`config.mk`:
```
export PLATFORM = sky130hd
export DESIGN_NAME = halt_wake_seq
export DESIGN_NICKNAME = d
export VERILOG_FILES = /design/src/rtl/hws_pkg.sv /design/src/rtl/hws_halt_detect.sv /design/src/rtl/hws_wake_detect.sv /design/src/rtl/hws_settle_timer.sv /design/src/rtl/halt_wake_seq.sv
export SDC_FILE = /design/constraint.sdc
export NUM_CORES = 1
export LEC_CHECK = 0
export ABC_CLOCK_PERIOD_IN_PS = 2450
export BUFFER_PORTS_ARGS = -buffer_cell sky130_fd_sc_hd__buf_2
export CAP_MARGIN = 20
export CORE_MARGIN = 4
export CORE_UTILIZATION = 53
export DETAILED_ROUTE_END_ITERATION = 10
export PLACE_DENSITY = 0.81
export SKIP_LAST_GASP = 1
export SYNTH_ARGS = -nofsm -noshare
export SYNTH_HDL_FRONTEND = slang
export SYNTH_SLANG_ARGS = --single-unit
```
`constraint.sdc`:
```
create_clock -name clk -period 2.45 [get_ports clk]
set_input_delay 0.3675 -clock clk [delete_from_list [all_inputs] [get_ports clk]]
set_output_delay 0.3675 -clock clk [all_outputs]
set_load 0.02 [all_outputs]
```
`src/rtl/hws_pkg.sv`:
```
package hws_pkg;
  typedef enum logic [2:0] {
    ST_RUN    = 3'd0,
    ST_HALTED = 3'd1,
    ST_SETTLE = 3'd2,
    ST_WAIT_PLL = 3'd3,
    ST_RESUME = 3'd4
  } hws_state_t;

  typedef enum logic {
    CAUSE_RST = 1'b0,
    CAUSE_IRQ = 1'b1
  } hws_cause_t;
endpackage

```
`src/rtl/hws_halt_detect.sv`:
```
module hws_halt_detect #(
  parameter int OPC_W = 8,
  parameter logic [OPC_W-1:0] HALT_OP = 8'h8E
) (
  input  logic             valid,
  input  logic [OPC_W-1:0] opcode,
  output logic             hit
);
  always_comb hit = valid && (opcode == HALT_OP);
endmodule

```
`src/rtl/hws_wake_detect.sv`:
```
module hws_wake_detect #(
  parameter int NUM_IRQ = 4
) (
  input  logic [NUM_IRQ-1:0] pending,
  input  logic [NUM_IRQ-1:0] wake_en,
  output logic               wake_any
);
  logic [NUM_IRQ-1:0] armed;
  for (genvar i = 0; i < NUM_IRQ; i++) begin : g_line
    assign armed[i] = pending[i] & wake_en[i];
  end
  assign wake_any = |armed;
endmodule

```
`src/rtl/hws_settle_timer.sv`:
```
module hws_settle_timer #(
  parameter int CYCLES = 512
) (
  input  logic clk,
  input  logic rst,
  input  logic load,
  output logic done
);
  localparam int CNT_W = (CYCLES > 1) ? $clog2(CYCLES) : 1;
  localparam logic [CNT_W-1:0] LOAD_VAL = CNT_W'(CYCLES - 1);

  logic [CNT_W-1:0] cnt;

  always_ff @(posedge clk) begin
    if (rst || load)   cnt <= LOAD_VAL;
    else if (cnt != '0) cnt <= cnt - 1'b1;
  end

  assign done = (cnt == '0);


  tmr_load_chk: assert property (@(posedge clk) disable iff (rst)
    load |=> (cnt == LOAD_VAL));

  tmr_step_chk: assert property (@(posedge clk) disable iff (rst)
    (!load && cnt != '0) |=> (cnt == $past(cnt) - 1'b1));
endmodule

```
`src/rtl/halt_wake_seq.sv`:
```
module halt_wake_seq
  import hws_pkg::*;
#(
  parameter int OPC_W = 8,
  parameter logic [OPC_W-1:0] HALT_OP = 8'h8E,
  parameter int NUM_IRQ = 4,
  parameter int SETTLE_CYCLES = 512
) (
  input  logic               clk,
  input  logic               rst,
  input  logic               instr_valid,
  input  logic [OPC_W-1:0]   instr_opcode,
  input  logic               full_power_mode,
  input  logic               reg_off_cfg,
  input  logic               slew_off_cfg,
  input  logic [NUM_IRQ-1:0] irq_pending,
  input  logic [NUM_IRQ-1:0] irq_wake_en,
  input  logic               pll_locked,
  output logic               osc_enable,
  output logic               regulator_pd,
  output logic               slew_comp_off,
  output logic               cpu_run,
  output logic               fetch_reset_vec,
  output logic               clear_int_mask,
  output logic               run_full_power
);
  hws_state_t state, state_n;
  hws_cause_t cause, cause_n;
  logic halt_hit, wake_any, tmr_done, tmr_load;
  logic was_full, reg_sel, slew_sel;
  logic accept, reg_pick, slew_pick;

  hws_halt_detect #(.OPC_W(OPC_W), .HALT_OP(HALT_OP)) u_dec (
    .valid(instr_valid), .opcode(instr_opcode), .hit(halt_hit));

  hws_wake_detect #(.NUM_IRQ(NUM_IRQ)) u_wake (
    .pending(irq_pending), .wake_en(irq_wake_en), .wake_any(wake_any));

  hws_settle_timer #(.CYCLES(SETTLE_CYCLES)) u_tmr (
    .clk(clk), .rst(rst), .load(tmr_load), .done(tmr_done));

  assign accept    = (state == ST_RUN) && halt_hit;
  assign reg_pick  = accept ? reg_off_cfg  : reg_sel;
  assign slew_pick = accept ? slew_off_cfg : slew_sel;

  always_comb begin
    state_n  = state;
    cause_n  = cause;
    tmr_load = 1'b0;
    unique case (state)
      ST_RUN: if (halt_hit) begin
        if (wake_any) begin
          state_n = ST_SETTLE; cause_n = CAUSE_IRQ; tmr_load = 1'b1;
        end else begin
          state_n = ST_HALTED;
        end
      end
      ST_HALTED: if (wake_any) begin
        state_n = ST_SETTLE; cause_n = CAUSE_IRQ; tmr_load = 1'b1;
      end
      ST_SETTLE: if (tmr_done) begin
        if (cause == CAUSE_RST || !was_full) state_n = ST_RESUME;
        else                                 state_n = ST_WAIT_PLL;
      end
      ST_WAIT_PLL: if (pll_locked) state_n = ST_RESUME;
      ST_RESUME: state_n = ST_RUN;
      default: state_n = ST_SETTLE;
    endcase
  end

  always_ff @(posedge clk) begin
    if (rst) begin
      state           <= ST_SETTLE;
      cause           <= CAUSE_RST;
      was_full        <= 1'b0;
      reg_sel         <= 1'b0;
      slew_sel        <= 1'b0;
      osc_enable      <= 1'b1;
      regulator_pd    <= 1'b0;
      slew_comp_off   <= 1'b0;
      cpu_run         <= 1'b0;
      fetch_reset_vec <= 1'b0;
      clear_int_mask  <= 1'b0;
      run_full_power  <= 1'b0;
    end else begin
      state <= state_n;
      cause <= cause_n;
      if (accept) begin
        was_full <= full_power_mode;
        reg_sel  <= reg_off_cfg;
        slew_sel <= slew_off_cfg;
      end
      osc_enable      <= (state_n != ST_HALTED);
      regulator_pd    <= (state_n == ST_HALTED) && reg_pick;
      slew_comp_off   <= (state_n == ST_HALTED) && slew_pick;
      cpu_run         <= (state_n == ST_RUN) || (state_n == ST_RESUME);
      fetch_reset_vec <= (state_n == ST_RESUME) && (cause == CAUSE_RST);
      clear_int_mask  <= accept;
      if (state_n == ST_RESUME)
        run_full_power <= (cause == CAUSE_IRQ) && was_full;
    end
  end


  osc_halt_chk: assert property (@(posedge clk) disable iff (rst)
    !osc_enable |-> !cpu_run);

  fetch_lowpwr_chk: assert property (@(posedge clk) disable iff (rst)
    fetch_reset_vec |-> (cpu_run && !run_full_power));

  pll_gate_chk: assert property (@(posedge clk) disable iff (rst)
    (state == ST_WAIT_PLL && !pll_locked) |=> !cpu_run);

  pd_only_halt_chk: assert property (@(posedge clk) disable iff (rst)
    (regulator_pd || slew_comp_off) |-> !osc_enable);

  clr_pulse_chk: assert property (@(posedge clk) disable iff (rst)
    clear_int_mask |=> !clear_int_mask);

  no_wake_chk: assert property (@(posedge clk) disable iff (rst)
    (state == ST_HALTED && !wake_any) |=> !osc_enable);
endmodule

```
# Word level (Yosys, flattened, before mapping)
# Index checks and enable logic that the tools add are counted.
[totals] elab_cells=60 out_inout_bits=7 romBits=0 inputBits=23 latchBits=0 memories=0 register_bits=23 ram_bits=0
[op_classes] div_mod_pow=0 bitwise=5 multipliers=0 n_addsub=1 muxes=15 eq_ne=9 reduce_logical=17 shifts=0 magnitude_cmp=0
[op_table] operator="2-to-1 mux 3 bit" n=5
[op_table] operator="one-hot mux 3 bit (5 select lines)" n=1
[op_table] operator="zero test 9 bit" n=1
[op_table] operator="nonzero test 9 bit" n=1
[op_table] operator="subtractor 9 x 1 -> 9 bit, second input constant" n=1
[op_table] operator="equality test 8 bit, second input constant" n=1
[op_table] operator="equality test 3 x 1 -> 1 bit, second input constant" n=2
[op_table] operator="equality test 3 x 2 -> 1 bit, second input constant" n=2
[op_table] operator="equality test 3 bit, second input constant" n=2
[op_table] operator="logical AND 1 bit" n=6
[op_table] operator="zero test 3 bit" n=2
[op_table] operator="2-to-1 mux 1 bit" n=6
[op_table] operator="bitwise AND 1 bit" n=4
[op_table] operator="one-hot mux 1 bit (2 select lines)" n=2
[op_table] operator="OR reduction 4 bit" n=1
[op_table] operator="logical OR 1 bit" n=3
[op_table] operator="!= test 3 x 1 -> 1 bit, second input constant" n=1
[op_table] operator="2-to-1 mux 2 bit" n=1
[op_table] operator="!= test 2 bit, second input constant" n=1
[op_table] operator="AND reduction 2 bit" n=1
[op_table] operator="nonzero test 2 bit" n=1
[op_table] operator="zero test 1 bit" n=1
[op_table] operator="NOT 1 bit" n=1

# Longest topological paths before layout
# Gate-level depths: netlist (run 1).
[logic_depth] ltp_word=7 mapped_depth=6 mapped_depth_nobuf=6

# Modules after synthesis
# From an unflattened synthesis (run 1), not the netlist that was laid out.
[unflattened] cells_unflattened=103 hier_area_um2=1007.2
[modules_own_cells] module="halt_wake_seq" instances=1 area_per_inst_um2=534.3 seq_area_each_um2=280.3 cells_each=51
[modules_own_cells] module="hws_settle_timer" instances=1 area_per_inst_um2=426.7 seq_area_each_um2=180.2 cells_each=46
[modules_own_cells] module="hws_halt_detect" instances=1 area_per_inst_um2=27.5 seq_area_each_um2=0.0 cells_each=3
[modules_own_cells] module="hws_wake_detect" instances=1 area_per_inst_um2=18.8 seq_area_each_um2=0.0 cells_each=3

# Least setup slack after synthesis (run 1)
# Ideal clock, no wire load.
[synth_timing] kind="register to register" startpoint="register u_tmr.cnt[0]" endpoint="register state[0]" setup_time_ns=0.069 path_buffers=0 required_ns=2.381 arrival_time_ns=1.402 synth_period_minus_slack_ns=1.471 path_slack_ns=0.979 stages_incl_launch_ff=7 path_cell_list="dfxtp_1 inv_1 ha_1 nor4b_2 nand2_2 o31a_1 o21ai_1"
[synth_via] elab_chain_len=3
[synth_rtl] element="from (decl)" line="hws_settle_timer.sv:12" rtl="logic [CNT_W-1:0] cnt;"
[synth_rtl] element="from (signal assigned)" line="hws_settle_timer.sv:16" rtl="else if (cnt != '0) cnt <= cnt - 1'b1;"
[synth_rtl] element="zero test 9 bit" line="hws_settle_timer.sv:19" rtl="assign done = (cnt == '0);"
[synth_rtl] element="2-to-1 mux 3 bit" line="halt_wake_seq.sv:61" rtl="ST_SETTLE: if (tmr_done) begin"
[synth_rtl] element="one-hot mux 3 bit (5 select lines)" line="halt_wake_seq.sv:50" rtl="unique case (state)"
[synth_rtl] element="to (signal assigned)" line="halt_wake_seq.sv:86" rtl="state <= state_n;"
[synth_rtl] element="to (decl)" line="halt_wake_seq.sv:27" rtl="hws_state_t state, state_n;"
# Every way passes these cells.
# A chain may end at the register's enable or synchronous reset.

# Worst setup path after layout (run 1)
# Ends and elaborated chain as after synthesis.

==> results of run 1 <==
synth_stat cells (2+ instances only):
master,count,area (µm²)
a31oi_1,2,12.51
a22oi_1,3,22.52
inv_1,4,15.01
nor2_1,17,63.81
ha_1,2,25.02
dfxtp_1,23,460.4
mux2i_1,7,70.07
o21ai_0,2,10.01
a21oi_1,3,15.01
and2_1,2,12.51
nand2b_1,2,12.51
nand2_1,14,52.55
nand3_1,3,15.01
cell families after synthesis:
| kind of cell | count (synthesis) |
|---|---|
| AOI/OAI and AO/OA | 19 |
| xor gates and xnor gates | 1 |
| adders and majority gates | 2 |
| buffers and inverters | 6 |
| DFF | 23 |
| muxes | 7 |
| and+or+nand+nor | 53 |
layer usage:
layer	vias to the layer above	wire [µm]	track usage, %
li1	457	-	-
met5	-	0	0
met3	4	128	3.989
met2	28	1009	26.86
met4	0	34	7.660
met1	398	872	20.32
cell type report:
class,count,share of cell area [%]
repair buffers,29,11.75
clock inverters,1,0.4053
well taps,25,2.533
clock buffers,3,1.824
inverters,4,1.216
multi-input cells,82,44.98
flip-flops and latches,23,37.28
flip-flops by register name (all words and copies together) (netlist names):
register and cells:
reg_sel 1, slew_comp_off 1, cause 1, osc_enable 1, fetch_reset_vec 1, slew_sel 1, was_full 1, run_full_power 1
clear_int_mask 1, regulator_pd 1, u_tmr.cnt 9, state 3, cpu_run 1
final timing paths:
| kind | cells after the start | start | to | slack [ns] |
|---|---|---|---|---|
| max | 6 | u_tmr.cnt[0] | state[0] | 0.78 |
| min | 3 | full_power_mode | was_full | 0.29 |
| max reg2reg | 6 | u_tmr.cnt[0] | state[0] | 0.78 |
| min reg2reg | 2 | run_full_power | run_full_power | 0.49 |
worst max-delay path, cell delays in order, from the launching register on:
cell and delay, ns:
dfxtp_1 0.34, inv_1 0.11, ha_1 0.22, nor4b_2 0.34, nand2_2 0.17, o31a_1 0.33, o21ai_1 0.10
stage by stage:
step                worst slack (ns)  util [%]  area [µm²]  instances   power, W
floorplan                     0.9789         -        1047        111  0.0004395
global placement              0.7411     67.01        1207        163  0.0004602
detailed placement            0.6817     67.01        1207        163  0.0004655
CTS                           0.7764     68.54        1235        167  0.0006437
global route                  0.6105     68.54        1235        167  0.0006704
finish                        0.7797     68.54        1235        167  0.0006352
where the power goes:
group | internal, W | switching, W
sequential | 0.000383 | 0.0000121
combinational | 0.0000307 | 0.0000315
clock | 0.0000612 | 0.000117
==> impl_metrics.csv, run 1 <==
group,metric,value,unit
run_status,status,"completed",
cells_and_area,fill_cells,150,
timing,slew_violations,0,
clock_network,clk_latency,0.32,ns
yosys,syn-num-nets,136,
clock_network,cts_setup_buffers,0,
setup_path,cp.arrival,1.94,ns
timing,grt_setup_unrepaired,"false",
clock_network,clockRootBuffer,"clkbuf_4",
yosys,yosys_warnings,0,
yosys,synth-edff-count,0,
yosys,yosys.area_share.xor_xnor,0.8363,%
routing,ant_nets,0,
yosys,synth_seq_area_share,43.97,%
timing,finClkSkew,0.005722,ns
timing,finalSetupTns,0,ns
pwr,vdd_drop_max,504.2,µV
pwr,power.density,514.4,nW/µm²
yosys,synth_top_family_by_area,"simple AND/OR/NAND/NOR gates",
global_route,grt_pass1_vias,833,
floorplan,die_area,2751,µm²
setup_path,required,2.72,ns
placed_design,routabilityCongestion,0.8339,
setup_path,path_max_fanout,7,
global_route,antenna_found_initial,0,
cells_and_area,diodes,0,
setup_path,crit_type,"flip-flop to flip-flop",
cells_and_area,final_common_cell,"buf_2",
timing,min_period,1.670,ns
cells_and_area,drive_above_1_share,27.46,%
cells_and_area,register_area,460.4,µm²
routing,dr.pass1.iters,4,
routing,via_count,887,
yosys,synth_seq_cells,23,
setup_path,critPathCaptureType,"flip-flop",
pwr,p_leak,0.5809,nW
timing,whs,0.2930,ns
yosys,syn_inst,111,
floorplan,initial_core_util,58.12,%
routing,drt_iter0_markers,22,
floorplan,rows,15,
worst_hold_path,hold_path_class,"primary input to flip-flop",
timing,hold_violations,0,
placed_design,place_hpwl,1627,µm
routing,wirelength,2045,µm
clock_network,cts.sinks,23,
clock_network,holdBufCountCts,0,
floorplan,die_height,52.45,µm
cells_and_area,area_growth,17.92,%
placed_design,io_buffers,29,
timing,slew_headroom,49.30,%
floorplan,io_pins,30,
global_route,grt_usage,16.52,%
yosys,synth_ff_type,"dfxtp_1",
yosys,netlist_area,1047,µm²
yosys,muxShareOfSynthArea,6.691,%
timing,fmax,598.7,MHz
yosys,synth_compound_area_share,12.43,%
clock_network,cts-htree-levels,1,
routing,via_per_inst,5.311,
floorplan,die-width,52.45,µm
yosys,avgSynthCellArea,9.435,µm²
clock_network,cts.path.max_buffers,2,
routing,drc_errors,0,
timing,setup_viol,0,
global_route,grt_overflow,0,
clock_network,cts_buffers,3,
routing,wire_per_inst,12.25,µm
global_route,grt_pass1_wl,3367,µm
clock_network,cts-resized-gates,0,
clock_network,clk_pin_slew_worst_paths,0.13,ns
yosys,synth_fa_ha_area_share,2.389,%
run,maxCapViolations,0,
yosys,async_reset_ff_share,0,%
cells_and_area,multi_input_area,555.5,µm²
timing,tightest_slew,0.7605,ns
cells_and_area,final_nets,168,
floorplan,design.core.area,1802,µm²
setup_path,crit_path_start_kind,"flip-flop",
global_route,grt_max_degree,14,
yosys,synth-simple-area-share,30.70,%
timing,timing.final.crit_share,68.17,%
clock_network,cts_tree,"done",
cells_and_area,final_cell_mix,"buf_2, dfxtp_1, nor2_1, nand2_1, mux2i_1",
yosys,ys_types,40,
(Power assumes the default switching activity.)
==> run 2: changes to the inputs <==
Settings changed: ABC_CLOCK_PERIOD_IN_PS 2450 to 1500, CORE_UTILIZATION 53 to 45, PLACE_DENSITY 0.81 to 0.73.
Clock period 2.45 ns to 1.5 ns, I/O delays scaled along.
==> impl_metrics.csv, run 2 (synthesized netlist as in run 1, its figures left out) <==
group,metric,value,unit
cells_and_area,final_nets,184,
setup_path,reg2reg_depth,7,
setup_path,r2r_start,"u_tmr.cnt[0]",
floorplan,die-width,56.24,µm
timing,finClkSkew,0.001165,ns
routing,wire_per_inst,12.52,µm
routing,via_count,949,
setup_path,ff2ff_setup_slack,0.09,ns
global_route,grt_pass1_wl,3864,µm
setup_path,critPathCaptureType,"flip-flop",
timing,fmax,708.0,MHz
timing,tightest_slew,0.3942,ns
routing,wirelength,2329,µm
setup_path,max_stage_delay,0.36,ns
floorplan,initial_core_util,47.34,%
cells_and_area,fill_cells,195,
pwr,combPwrFrac,15.5,%
cells_and_area,largest_reg_flops,9,
worst_hold_path,min_to,"was_full",
clock_network,cts.path.max_buffers,2,
worst_hold_path,whs_path_depth,3,
setup_path,cp_common_cell,"nand3_1",
timing,setup_viol,0,
run,maxCapViolations,0,
placed_design,routabilityCongestion,0.7940,
clock_network,cts.sinks,23,
pwr,vdd_drop_max,658.4,µV
pwr,net-switching-power,0.0002735,W
clock_network,clk_latency,0.30,ns
setup_path,cp.arrival,1.59,ns
pwr,internal_power,0.0008190,W
run_status,status,"completed",
clock_network,holdBufCountCts,0,
routing,via_per_inst,5.102,
cells_and_area,drive_above_1_share,38.61,%
cells_and_area,final_area,1395,µm²
setup_path,required,1.68,ns
setup_path,worstPathBufferInverterCount,2,
floorplan,die_area,3163,µm²
timing,min_period,1.412,ns
setup_path,crit_type,"flip-flop to flip-flop",
floorplan,rows,17,
timing,grt_setup_unrepaired,"false",
pwr,p_leak,0.6775,nW
routing,drc_errors,0,
pwr,swShare,25.04,%
clock_network,cts_tree,"done",
timing,hold_violations,0,
timing,whs,0.1538,ns
global_route,grt_pass1_vias,924,
placed_design,place_hpwl,1805,µm
routing,dr.pass1.iters,4,
clock_network,clk_pin_slew_worst_paths,0.12,ns
clock_network,cts-htree-levels,1,
routing,drt_iter0_markers,20,
routing,ant_nets,0,
clock_network,cts_buffers,3,
setup_path,path_max_fanout,6,
cells_and_area,diodes,0,
setup_path,crit_path_start_kind,"flip-flop",
cells_and_area,area_growth,33.21,%
worst_hold_path,hp-start,"full_power_mode",
clock_network,clockRootBuffer,"clkbuf_4",
floorplan,design.core.area,2212,µm²
cells_and_area,top_register,"u_tmr.cnt",
timing,slew_headroom,73.57,%
cells_and_area,reg_top3,"u_tmr.cnt x9, state x3",
placed_design,io_buffers,29,
setup_path,crit_chain,"inv_2, ha_4, nor4b_4, nand2_2, buf_4, nand3_1, nand3_1",
pwr,clkPwrFrac,25.7,%
global_route,antenna_found_initial,0,
global_route,grt_usage,15.06,%
global_route,grt_overflow,0,
placed_design,dpl_cell_area,1309,µm²
floorplan,die_height,56.24,µm
cells_and_area,final_common_cell,"buf_2",
timing,timing.final.crit_share,94.16,%
floorplan,io_pins,30,
setup_path,cp_slowest_cell,"dfxtp_2",
global_route,grt_max_degree,14,
pwr,pwr-share-seq,58.8,%
setup_path,rr_endpoint,"u_tmr.cnt[3]",
timing,slew_violations,0,
cells_and_area,final_cell_mix,"buf_2, dfxtp_1, nor2_1, buf_4, nand2_1",
setup_path,critical_path.top_delay_family,"simple AND/OR/NAND/NOR gates",
worst_hold_path,hold_path_class,"primary input to flip-flop",
pwr,power.density,783.1,nW/µm²
-- run 2: cell count changes in the layout (fill, tap and decap cells not counted), sizes merged --
cell  before  now
buf       29   45
-- run 2: how the worst max path moves through the flow --
stage / start / endpoint / cells past startpoint
6_report: u_tmr.cnt[0] / u_tmr.cnt[3] / 7
5_1_grt: u_tmr.cnt[0] / u_tmr.cnt[3] / 7
4_1_cts: u_tmr.cnt[0] / state[1] / 6
3_5_place_dp: irq_pending[2] / u_tmr.cnt[1] / 5
3_3_place_gp: irq_pending[2] / u_tmr.cnt[1] / 5
2_1_floorplan: u_tmr.cnt[0] / state[0] / 6
-- run 2: timing repair --
item,4_1_cts,5_1_grt
setup buffers,2,1
pin swaps,0,1
gates resized for setup,1,9
setup endpoints to repair,7,16
-- run 2: area by class of cell --
cell class / instances / area [µm²] / area share [%]
well taps: 28 / 35.03 / 2.511
inverters: 4 / 15.01 / 1.076
multi-input cells: 82 / 590.6 / 42.33
repair buffers: 45 / 265.3 / 19.01
clock buffers: 3 / 22.52 / 1.614
flip-flops and latches: 23 / 461.7 / 33.09
clock inverters: 1 / 5.005 / 0.3587
-- run 2: layer usage --
| metal | GRT usage (%) | share of wire, % | up-vias |
|---|---|---|---|
| met5 | 0 | 0 | - |
| li1 | - | - | 487 |
| met4 | 3.051 | 0.64 | 0 |
| met1 | 18.45 | 45 | 444 |
| met3 | 2.552 | 3.2 | 2 |
| met2 | 27.38 | 51 | 16 |
-- run 2: metrics by stage --
step / worst slack [ns] / TNS [ns] / std cells / power (W) / util [%]
after global placement: -0.001017 / -0.001017 / 179 / 0.0007950 / 59.16
final: 0.08758 / 0 / 186 / 0.001092 / 63.07
after CTS: -0.01691 / -0.01691 / 185 / 0.001088 / 61.48
after detailed placement: -0.04602 / -0.2057 / 179 / 0.0008022 / 59.16
after global routing: 0.002531 / 0 / 186 / 0.001148 / 63.07
after floorplan: 0.02891 / 0 / 111 / 0.0007179 / -
-- run 2: power by group through the flow --
stage	registers (W)	clock network [W]	logic, W
2_1_floorplan	0.000654	0	0.0000642
3_3_place_gp	0.000653	0	0.000142
3_5_place_dp	0.000654	0	0.000148
4_1_cts	0.000641	0.000296	0.000151
5_1_grt	0.000644	0.000319	0.000185
6_report	0.000642	0.000281	0.000170
-- run 2: worst register-to-register path: stages, from the launching register on --
cell and delay, ns:
dfxtp_2 0.36, inv_2 0.09, ha_4 0.14, nor4b_4 0.25, nand2_2 0.14, buf_4 0.16, nand3_1 0.07, nand3_1 0.09
